===== src/rtl/dcr_pkg.sv =====
`timescale 1ns/1ps
package dcr_pkg;

  // Fixed feedback coefficient, unity = 2^20 (about 2 Hz corner at 44.1 kHz).
  localparam int unsigned DCR_DEF_COEF = 32'd1048300;

  // Symmetric clip of a wide signed value to +/- lim.
  function automatic logic signed [31:0] dcr_clip(input logic signed [31:0] v,
                                                  input logic signed [31:0] lim);
    logic signed [31:0] r;
    if (v > lim)       r = lim;
    else if (v < -lim) r = -lim;
    else               r = v;
    return r;
  endfunction

endpackage


===== src/rtl/dcr_lift.sv =====
`timescale 1ns/1ps
// Widens an unsigned sample into the signed working format with guard bits.
module dcr_lift #(
  parameter int DATA_W = 16,
  parameter int HEAD_SH = 4,
  parameter int ACC_W = 32
) (
  input  logic [DATA_W-1:0]       smp_i,
  output logic signed [ACC_W-1:0] lifted_o
);
  localparam int PAD_W = ACC_W - DATA_W - HEAD_SH;

  generate
    if (HEAD_SH > 0) begin : g_guard
      assign lifted_o = $signed({{PAD_W{1'b0}}, smp_i, {HEAD_SH{1'b0}}});
    end else begin : g_noguard
      assign lifted_o = $signed({{PAD_W{1'b0}}, smp_i});
    end
  endgenerate
endmodule


===== src/rtl/dcr_state.sv =====
`timescale 1ns/1ps
// Filter history registers: previous lifted input and previous feedback term.
module dcr_state #(
  parameter int ACC_W = 32
) (
  input  logic                    clk,
  input  logic                    rst_n,
  input  logic                    clr_i,
  input  logic                    load_i,
  input  logic signed [ACC_W-1:0] x_new_i,
  input  logic signed [ACC_W-1:0] y_new_i,
  output logic signed [ACC_W-1:0] x_prev_o,
  output logic signed [ACC_W-1:0] y_prev_o
);
  logic signed [ACC_W-1:0] x_q, x_d;
  logic signed [ACC_W-1:0] y_q, y_d;
  logic                    en;

  // Clock enable: any accepted sample or clear.
  assign en = load_i | clr_i;

  always_comb begin
    x_d = x_q;
    y_d = y_q;
    if (load_i) begin
      x_d = x_new_i;
      y_d = y_new_i;
    end else if (clr_i) begin
      x_d = '0;
      y_d = '0;
    end
  end

  always_ff @(posedge clk or negedge rst_n) begin
    if (!rst_n) begin
      x_q <= '0;
      y_q <= '0;
    end else if (en) begin
      x_q <= x_d;
      y_q <= y_d;
    end
  end

  assign x_prev_o = x_q;
  assign y_prev_o = y_q;
endmodule


===== src/rtl/dcr_accum.sv =====
`timescale 1ns/1ps
// Difference-plus-feedback sum; history is masked to zero on a clear.
module dcr_accum #(
  parameter int ACC_W = 32
) (
  input  logic                    clr_i,
  input  logic signed [ACC_W-1:0] x_cur_i,
  input  logic signed [ACC_W-1:0] x_prev_i,
  input  logic signed [ACC_W-1:0] y_prev_i,
  output logic signed [ACC_W-1:0] acc_o
);
  logic signed [ACC_W-1:0] x_hist;
  logic signed [ACC_W-1:0] y_hist;

  always_comb begin
    x_hist = clr_i ? '0 : x_prev_i;
    y_hist = clr_i ? '0 : y_prev_i;
    acc_o  = x_cur_i + y_hist - x_hist;
  end
endmodule


===== src/rtl/dcr_fbmul.sv =====
`timescale 1ns/1ps
// Constant-coefficient fractional multiply for the feedback path.
module dcr_fbmul #(
  parameter int ACC_W = 32,
  parameter int FRAC_SH = 20,
  parameter int unsigned COEF = 32'd1048300
) (
  input  logic signed [ACC_W-1:0] acc_i,
  output logic signed [ACC_W-1:0] y_next_o
);
  localparam int PROD_W = 2 * ACC_W;
  localparam int HI_W   = PROD_W - FRAC_SH - ACC_W;
  localparam logic signed [ACC_W-1:0] COEF_S = ACC_W'(COEF);

  logic signed [PROD_W-1:0] prod;
  logic [HI_W+FRAC_SH-1:0]  prod_unused_bits;

  assign prod     = PROD_W'(acc_i) * PROD_W'(COEF_S);
  assign y_next_o = prod[FRAC_SH +: ACC_W];
  assign prod_unused_bits = {prod[PROD_W-1 -: HI_W], prod[FRAC_SH-1:0]};
endmodule


===== src/rtl/dcr_outscale.sv =====
`timescale 1ns/1ps
// Removes the guard bits and clips symmetrically to the output range.
module dcr_outscale #(
  parameter int DATA_W = 16,
  parameter int HEAD_SH = 4,
  parameter int ACC_W = 32
) (
  input  logic signed [ACC_W-1:0]  acc_i,
  output logic signed [DATA_W-1:0] smp_o
);
  import dcr_pkg::*;
  localparam logic signed [31:0] LIM = 32'(2 ** (DATA_W - 1) - 1);

  logic signed [ACC_W-1:0] scaled;
  logic signed [31:0]      clipped;

  always_comb begin
    scaled  = acc_i >>> HEAD_SH;
    clipped = dcr_clip(32'(scaled), LIM);
    smp_o   = clipped[DATA_W-1:0];
  end

  logic [31-DATA_W:0] clip_unused_hi;
  assign clip_unused_hi = clipped[31:DATA_W];
endmodule


===== src/rtl/dc_block_hpf.sv =====
`timescale 1ns/1ps
module dc_block_hpf #(
  parameter int DATA_W = 16,
  parameter int HEAD_SH = 4,
  parameter int ACC_W = 32,
  parameter int FRAC_SH = 20,
  parameter int unsigned COEF = dcr_pkg::DCR_DEF_COEF
) (
  input  logic              clk,
  input  logic              rst_n,
  input  logic              flush,
  input  logic              in_valid,
  input  logic [DATA_W-1:0] in_data,
  output logic              out_valid,
  output logic [DATA_W-1:0] out_data
);
  logic signed [ACC_W-1:0]  x_cur;
  logic signed [ACC_W-1:0]  x1_q;
  logic signed [ACC_W-1:0]  y1_q;
  logic signed [ACC_W-1:0]  acc;
  logic signed [ACC_W-1:0]  y_next;
  logic signed [DATA_W-1:0] smp_out;

  logic              ov_d, ov_q;
  logic [DATA_W-1:0] od_d, od_q;

  dcr_lift #(.DATA_W(DATA_W), .HEAD_SH(HEAD_SH), .ACC_W(ACC_W)) u_lift (
    .smp_i   (in_data),
    .lifted_o(x_cur)
  );

  dcr_accum #(.ACC_W(ACC_W)) u_accum (
    .clr_i   (flush),
    .x_cur_i (x_cur),
    .x_prev_i(x1_q),
    .y_prev_i(y1_q),
    .acc_o   (acc)
  );

  dcr_fbmul #(.ACC_W(ACC_W), .FRAC_SH(FRAC_SH), .COEF(COEF)) u_fbmul (
    .acc_i   (acc),
    .y_next_o(y_next)
  );

  dcr_state #(.ACC_W(ACC_W)) u_state (
    .clk     (clk),
    .rst_n   (rst_n),
    .clr_i   (flush),
    .load_i  (in_valid),
    .x_new_i (x_cur),
    .y_new_i (y_next),
    .x_prev_o(x1_q),
    .y_prev_o(y1_q)
  );

  dcr_outscale #(.DATA_W(DATA_W), .HEAD_SH(HEAD_SH), .ACC_W(ACC_W)) u_outscale (
    .acc_i(acc),
    .smp_o(smp_out)
  );

  // Output stage: next-state logic
  always_comb begin
    ov_d = in_valid;
    od_d = od_q;
    if (in_valid) od_d = smp_out;
  end

  // Output stage: registers
  always_ff @(posedge clk or negedge rst_n) begin
    if (!rst_n) begin
      ov_q <= 1'b0;
      od_q <= '0;
    end else begin
      ov_q <= ov_d;
      od_q <= od_d;
    end
  end

  assign out_valid = ov_q;
  assign out_data  = od_q;
endmodule


===== config.mk =====
export PLATFORM = sky130hd
export DESIGN_NAME = dc_block_hpf
export DESIGN_NICKNAME = d
export VERILOG_FILES = /design/src/rtl/dcr_pkg.sv /design/src/rtl/dcr_lift.sv /design/src/rtl/dcr_state.sv /design/src/rtl/dcr_accum.sv /design/src/rtl/dcr_fbmul.sv /design/src/rtl/dcr_outscale.sv /design/src/rtl/dc_block_hpf.sv
export SDC_FILE = /design/constraint.sdc
export NUM_CORES = 1
export LEC_CHECK = 0
export BUFFER_PORTS_ARGS = -buffer_cell sky130_fd_sc_hd__buf_4
export CELL_PAD_IN_SITES_DETAIL_PLACEMENT = 2
export CELL_PAD_IN_SITES_GLOBAL_PLACEMENT = 2
export CORE_ASPECT_RATIO = 0.8
export CORE_MARGIN = 2
export CORE_UTILIZATION = 42
export DETAILED_ROUTE_END_ITERATION = 10
export PLACE_DENSITY = 0.85
export SLEW_MARGIN = 10
export SYNTH_ARGS = -nofsm -noshare
export SYNTH_HDL_FRONTEND = slang
export SYNTH_HIERARCHICAL = 1
export SYNTH_SLANG_ARGS = --single-unit

===== constraint.sdc =====
create_clock -name clk -period 11.74 [get_ports clk]
set_clock_uncertainty 0.05 [all_clocks]
set_input_delay 2.348 -clock clk [delete_from_list [all_inputs] [get_ports clk]]
set_output_delay 2.348 -clock clk [all_outputs]
set_load 0.01 [all_outputs]

[Word level (Yosys, flattened, before mapping)]
Index checks and enable logic that the tools add are counted.
Storage, ports and cells
  output and inout bits: 17
  input bits: 20
  flip-flop bits (word level): 81
  RAM bits: 0
  bits in read-only memories: 0
  word-level logic and storage cells: 16
  bits in latches: 0
  memories: 0
Cells by class
  order comparisons: 2
  reductions and logical operators: 0
  shift operators: 0
  $add $sub $neg: 2
  multiplexer cells: 6
  div/mod/pow operators: 0
  eq/ne operators: 0
  bitwise gates (word level): 1
  multiply operators: 1
Operators with widths (number)
  $mux 32: 4
  $mul 32x19->50 const B: 1
  $add 21x32->32: 1
  $mux 16: 2
  $sub 32x32->32: 1
  $gt 28x16->1 const B: 1
  $lt 28x16->1 const B: 1
  $or 1x1->1: 1

[Logic depth before layout (Yosys ltp)]
  depth in word-level cells: 6
  gate-level depth with buffers: 38
  gate-level depth less buffers: 35

[By module]
The synthesis kept the hierarchy.
By module, submodules not included
  dcr_fbmul: sequential area each 0.0 µm², cells an instance 1542, instances 1, area an instance 14320.0 µm²
  dcr_accum: sequential area each 0.0 µm², cells an instance 443, instances 1, area an instance 3129.3 µm²
  dcr_state: sequential area each 1601.5 µm², cells an instance 142, instances 1, area an instance 2316.0 µm²
  dc_block_hpf: sequential area each 425.4 µm², cells an instance 35, instances 1, area an instance 674.4 µm²
  dcr_lift: sequential area each 0.0 µm², cells an instance 33, instances 1, area an instance 244.0 µm²
  dcr_outscale: sequential area each 0.0 µm², cells an instance 46, instances 1, area an instance 221.5 µm²

[Least setup slack after synthesis]
No wires, ideal clock.
  path kind: in2reg
  from: input flush
  to: register u_state.y_q[31] (netlist: u_state/y_prev_o[31])
  data required time: 11.569 ns
  stages: 30
  arrival time: 11.164 ns
  setup time: 0.121 ns
  setup slack: 0.405 ns
  buffers on the path: 2
  path through: clkbuf_1 > clkbuf_1 > nor2b_1 > fa_1 > inv_1 > ha_1 > a21oi_2 > o21ai_1 > a211o_1 > a31o_1 > a31o_1 > o21a_1 > o211ai_2 > ha_1 > xnor2_1 > fa_1 > fa_1 > fa_1 > inv_1 > fa_1 > fa_1 > inv_1 > ha_1 > and2_1 > a221oi_1 > o21ai_1 > a2111o_1 > o21ai_2 > xnor2_1 > a22o_1
On the way
  cells in the longest elaborated chain, start to end: 5
  elaborated cells on any way between the ends: 7
  classes of those cells: add/sub: 2; mul: 1; mux: 3; bitwise: 1
Ends and longest elaborated chain
  start, declared: line dc_block_hpf.sv:11  | input logic flush,
  $mux 32
  $add 21x32->32: line dcr_accum.sv:18  | acc_o = x_cur_i + y_hist - x_hist;
  $sub 32x32->32 *: line dcr_accum.sv:18
  net acc[31]: line dc_block_hpf.sv:20  | logic signed [ACC_W-1:0] acc;
  $mul 32x19->50 *: line dcr_fbmul.sv:18  | assign prod = PROD_W'(acc_i) * PROD_W'(COEF_S);
  net y_next[31]: line dc_block_hpf.sv:21  | logic signed [ACC_W-1:0] y_next;
  $mux 32 *: line dcr_state.sv:25  | if (load_i) begin
  end signal, assigned: line dcr_state.sv:40  | y_q <= y_d;
  end, declared: line dcr_state.sv:16  | logic signed [ACC_W-1:0] y_q, y_d;
The timed path passes the listed nets; every way through them passes the cells marked *.
A chain may end at the register's enable or synchronous reset.

[Final worst setup path]
  from: input flush
  to: register u_state.y_q[26] (netlist: u_state/y_prev_o[26])
Same word-level chain as after synthesis.

==> flow_summary.json <==
{
  "fin_crit_sh": 0.975,
  "ys_ff_latch": 81,
  "antennaDiodeCount": 0,
  "io_buffers": 36,
  "synth_edf_count": 0,
  "ys_seq_area_frac": 0.0970,
  "insertion_delay_ps": 380,
  "netlist_instances": 2241,
  "whs_endpoint": "u_state/x_prev_o[30]",
  "register_area_mm2": 0.00203,
  "cts-resized-gates": 0,
  "cap_violations": 0,
  "synth_area_per_cell_um2": 9.33,
  "nFillCells": 5283,
  "setup_viol": 0,
  "nets": 2934,
  "wl_per_cell_um": 26.4,
  "dp_cells": 2962,
  "dp_slack_ps": -116,
  "critPathKind": "primary input to flop",
  "start_util": 0.423,
  "rr_startpoint": "u_state/x_prev_o[9]",
  "start_kind": "primary input",
  "grt_pass1_vias": 19900,
  "gr-total-overflow": 0,
  "worstPathRequired_ps": 11950,
  "finalNonFillerCells": 2977,
  "cts-buffers-inserted": 9,
  "die_w_um": 253,
  "relSlewSlack": 0.307,
  "clock_path_buffers": 2,
  "hold_viol_final": 0,
  "worstHoldPathType": "flop to flop",
  "dieArea_mm2": 0.0516,
  "grt_max_degree": 82,
  "yosys_warnings": 6,
  "reg2reg_depth": 31,
  "io-pin-count": 37,
  "multi_input_area_mm2": 0.0162,
  "arrival_ps": 11650,
  "synth.distinct_cells": 81,
  "critPathBufInv": 7,
  "drtAntennaViolNets": 0,
  "post-route-min-period_ps": 11450,
  "globalplace.congestion": 0.911,
  "layout-drive-gt1-share": 0.0782,
  "dp_hpwl_um": 64300,
  "via_per_inst": 5.55,
  "cts_root_buf": "clkbuf_16",
  "antenna_found_initial": 0,
  "clk_pin_slew_ps": 60,
  "postRouteWirelength_um": 78600,
  "dr.pass1.iters": 5,
  "hold_start": "u_state/x_prev_o[30]",
  "path_max_fanout": 44,
  "cp-end-kind": "flop",
  "worst-r2r-setup-slack_ps": 2110,
  "core_area_mm2": 0.0494,
  "cp_slowest_cell": "fa_1",
  "grt_pass1_wl_um": 121000,
  "syn_area_mm2": 0.0209,
  "dpl_cell_area_mm2": 0.0221,
  "route.detailed.drc": 0,
  "syn2layout_area_growth_pct": 7.08,
  "crit_family": "adder cells",
  "first_iter_violations": 939,
  "fin_ws_ps": 294,
  "tightest_slew_ps": 1040,
  "rows": 73,
  "ctsHoldBuffers": 0,
  "slew_violations": 0,
  "via_count": 16500,
  "htreeDepth": 3,
  "holdPathStages": 1,
  "grt_usage": 0.312,
  "max_clock_freq_mhz": 87.4,
  "ys_async_sr_fraction": 1.00,
  "cts_sinks": 81,
  "rr_endpoint": "u_state/y_prev_o[26]",
  "cp_slowest_stage_delay_ps": 630,
  "dieHeight_um": 204,
  "status": "completed",
  "final_area_mm2": 0.0224,
  "cts_tree": "yes",
  "synth-main-ff-cell": "dfrtp_1",
  "post_cts_buffers": 0
}
## registers in the layout (all words and copies together) (netlist names)
signal            count
u_state/y_prev_o     32
out_data             16
u_state/x_prev_o     32
out_valid             1
## layout by cell type (no fill, tap or decap), types with 4 or more instances in the layout
cell	count
nor3_1	13
clkbuf_16	9
or2_2	6
nand2b_1	38
mux2_2	6
or3_1	4
xnor2_1	63
mux2_4	10
fa_1	344
xor2_1	85
o21bai_1	9
dfrtp_1	81
a31oi_1	9
and3_1	10
ha_1	272
o21ai_0	45
nand3_1	27
o21ai_2	5
nand4_1	22
mux2i_1	4
nand2_1	69
a21o_1	20
a22o_1	72
buf_4	102
and2_1	8
nor2b_1	38
inv_1	603
o211ai_1	8
nor4_1	7
o21ai_1	10
conb_1	16
o22ai_1	4
a21oi_2	4
nor2_1	85
o21a_1	5
a21oi_1	115
## cell usage after synthesis, drive strengths merged, types with 3 or more instances
master,number,share of area
xor2,85,0.036
and3,11,0.0034
o41ai,4,0.0029
inv,603,0.11
o22ai,4,0.0012
nand4,22,0.0066
nor3,16,0.0045
mux2i,4,0.0019
nand3,27,0.0065
a21oi,121,0.030
a21o,20,0.0072
ha,272,0.16
nor4,9,0.0030
nor2b,38,0.011
a211oi,5,0.0025
o21a,5,0.0018
nor2,86,0.016
o21bai,9,0.0032
a31o,4,0.0017
clkbuf,19,0.0039
o211ai,10,0.0045
nand2b,38,0.011
o221ai,3,0.0019
a31oi,10,0.0030
fa,344,0.33
buf,55,0.022
or3,4,0.0012
a22o,72,0.030
xnor2,64,0.027
a2111oi,3,0.0016
nand2,71,0.013
a211o,3,0.0013
mux2,16,0.010
or2,7,0.0021
dfrtp,81,0.097
and4,3,0.0013
and2,9,0.0028
o21ai,60,0.015
a21boi,4,0.0016
## per-stage QoR
stage / utilization / setup TNS [ps] / hold slack, ps
floorplan: - / 0 / 405
global placement: 0.446 / 0 / 423
detailed placement: 0.446 / -310 / 427
CTS: 0.452 / 0 / 448
global route: 0.453 / -13.4 / 460
finish: 0.453 / 0 / 443
## worst max path at each step
stage                      from              endpoint  cells after the start
after floorplan           flush  u_state/y_prev_o[31]                     30
after global placement    flush  u_state/y_prev_o[31]                     30
after detailed placement  flush  u_state/y_prev_o[31]                     29
after CTS                 flush  u_state/y_prev_o[18]                     33
after global routing      flush  u_state/y_prev_o[16]                     33
final                     flush  u_state/y_prev_o[26]                     32
## layer usage
| layer | up-vias | global-route usage | part of all wire |
|---|---|---|---|
| li1 | 7092 | - | - |
| met1 | 8682 | 0.358 | 0.39 |
| met5 | - | 0 | 0 |
| met4 | 0 | 0.150 | 0.055 |
| met2 | 498 | 0.579 | 0.52 |
| met3 | 236 | 0.0331 | 0.032 |
## cell families after synthesis
logic type | after synthesis | share of synthesized area
mux | 20 | 0.0123
simple gates | 345 | 0.0846
buf+inv | 677 | 0.135
other cells | 1 | 0.000179
flops | 81 | 0.0970
xor+xnor | 149 | 0.0624
compound gates | 352 | 0.117
fa+ha+maj | 616 | 0.492
## final cells by class
cell class,instances,area share
multi-input cells,1498,0.722
inverters,603,0.101
flip-flops and latches,81,0.0905
well taps,675,0.0377
repair buffers,105,0.0357
clock buffers,13,0.0121
clock inverters,2,0.000559
Power is not shown: default switching activity piles up to over one toggle a cycle in this logic, so the estimate is an artifact.
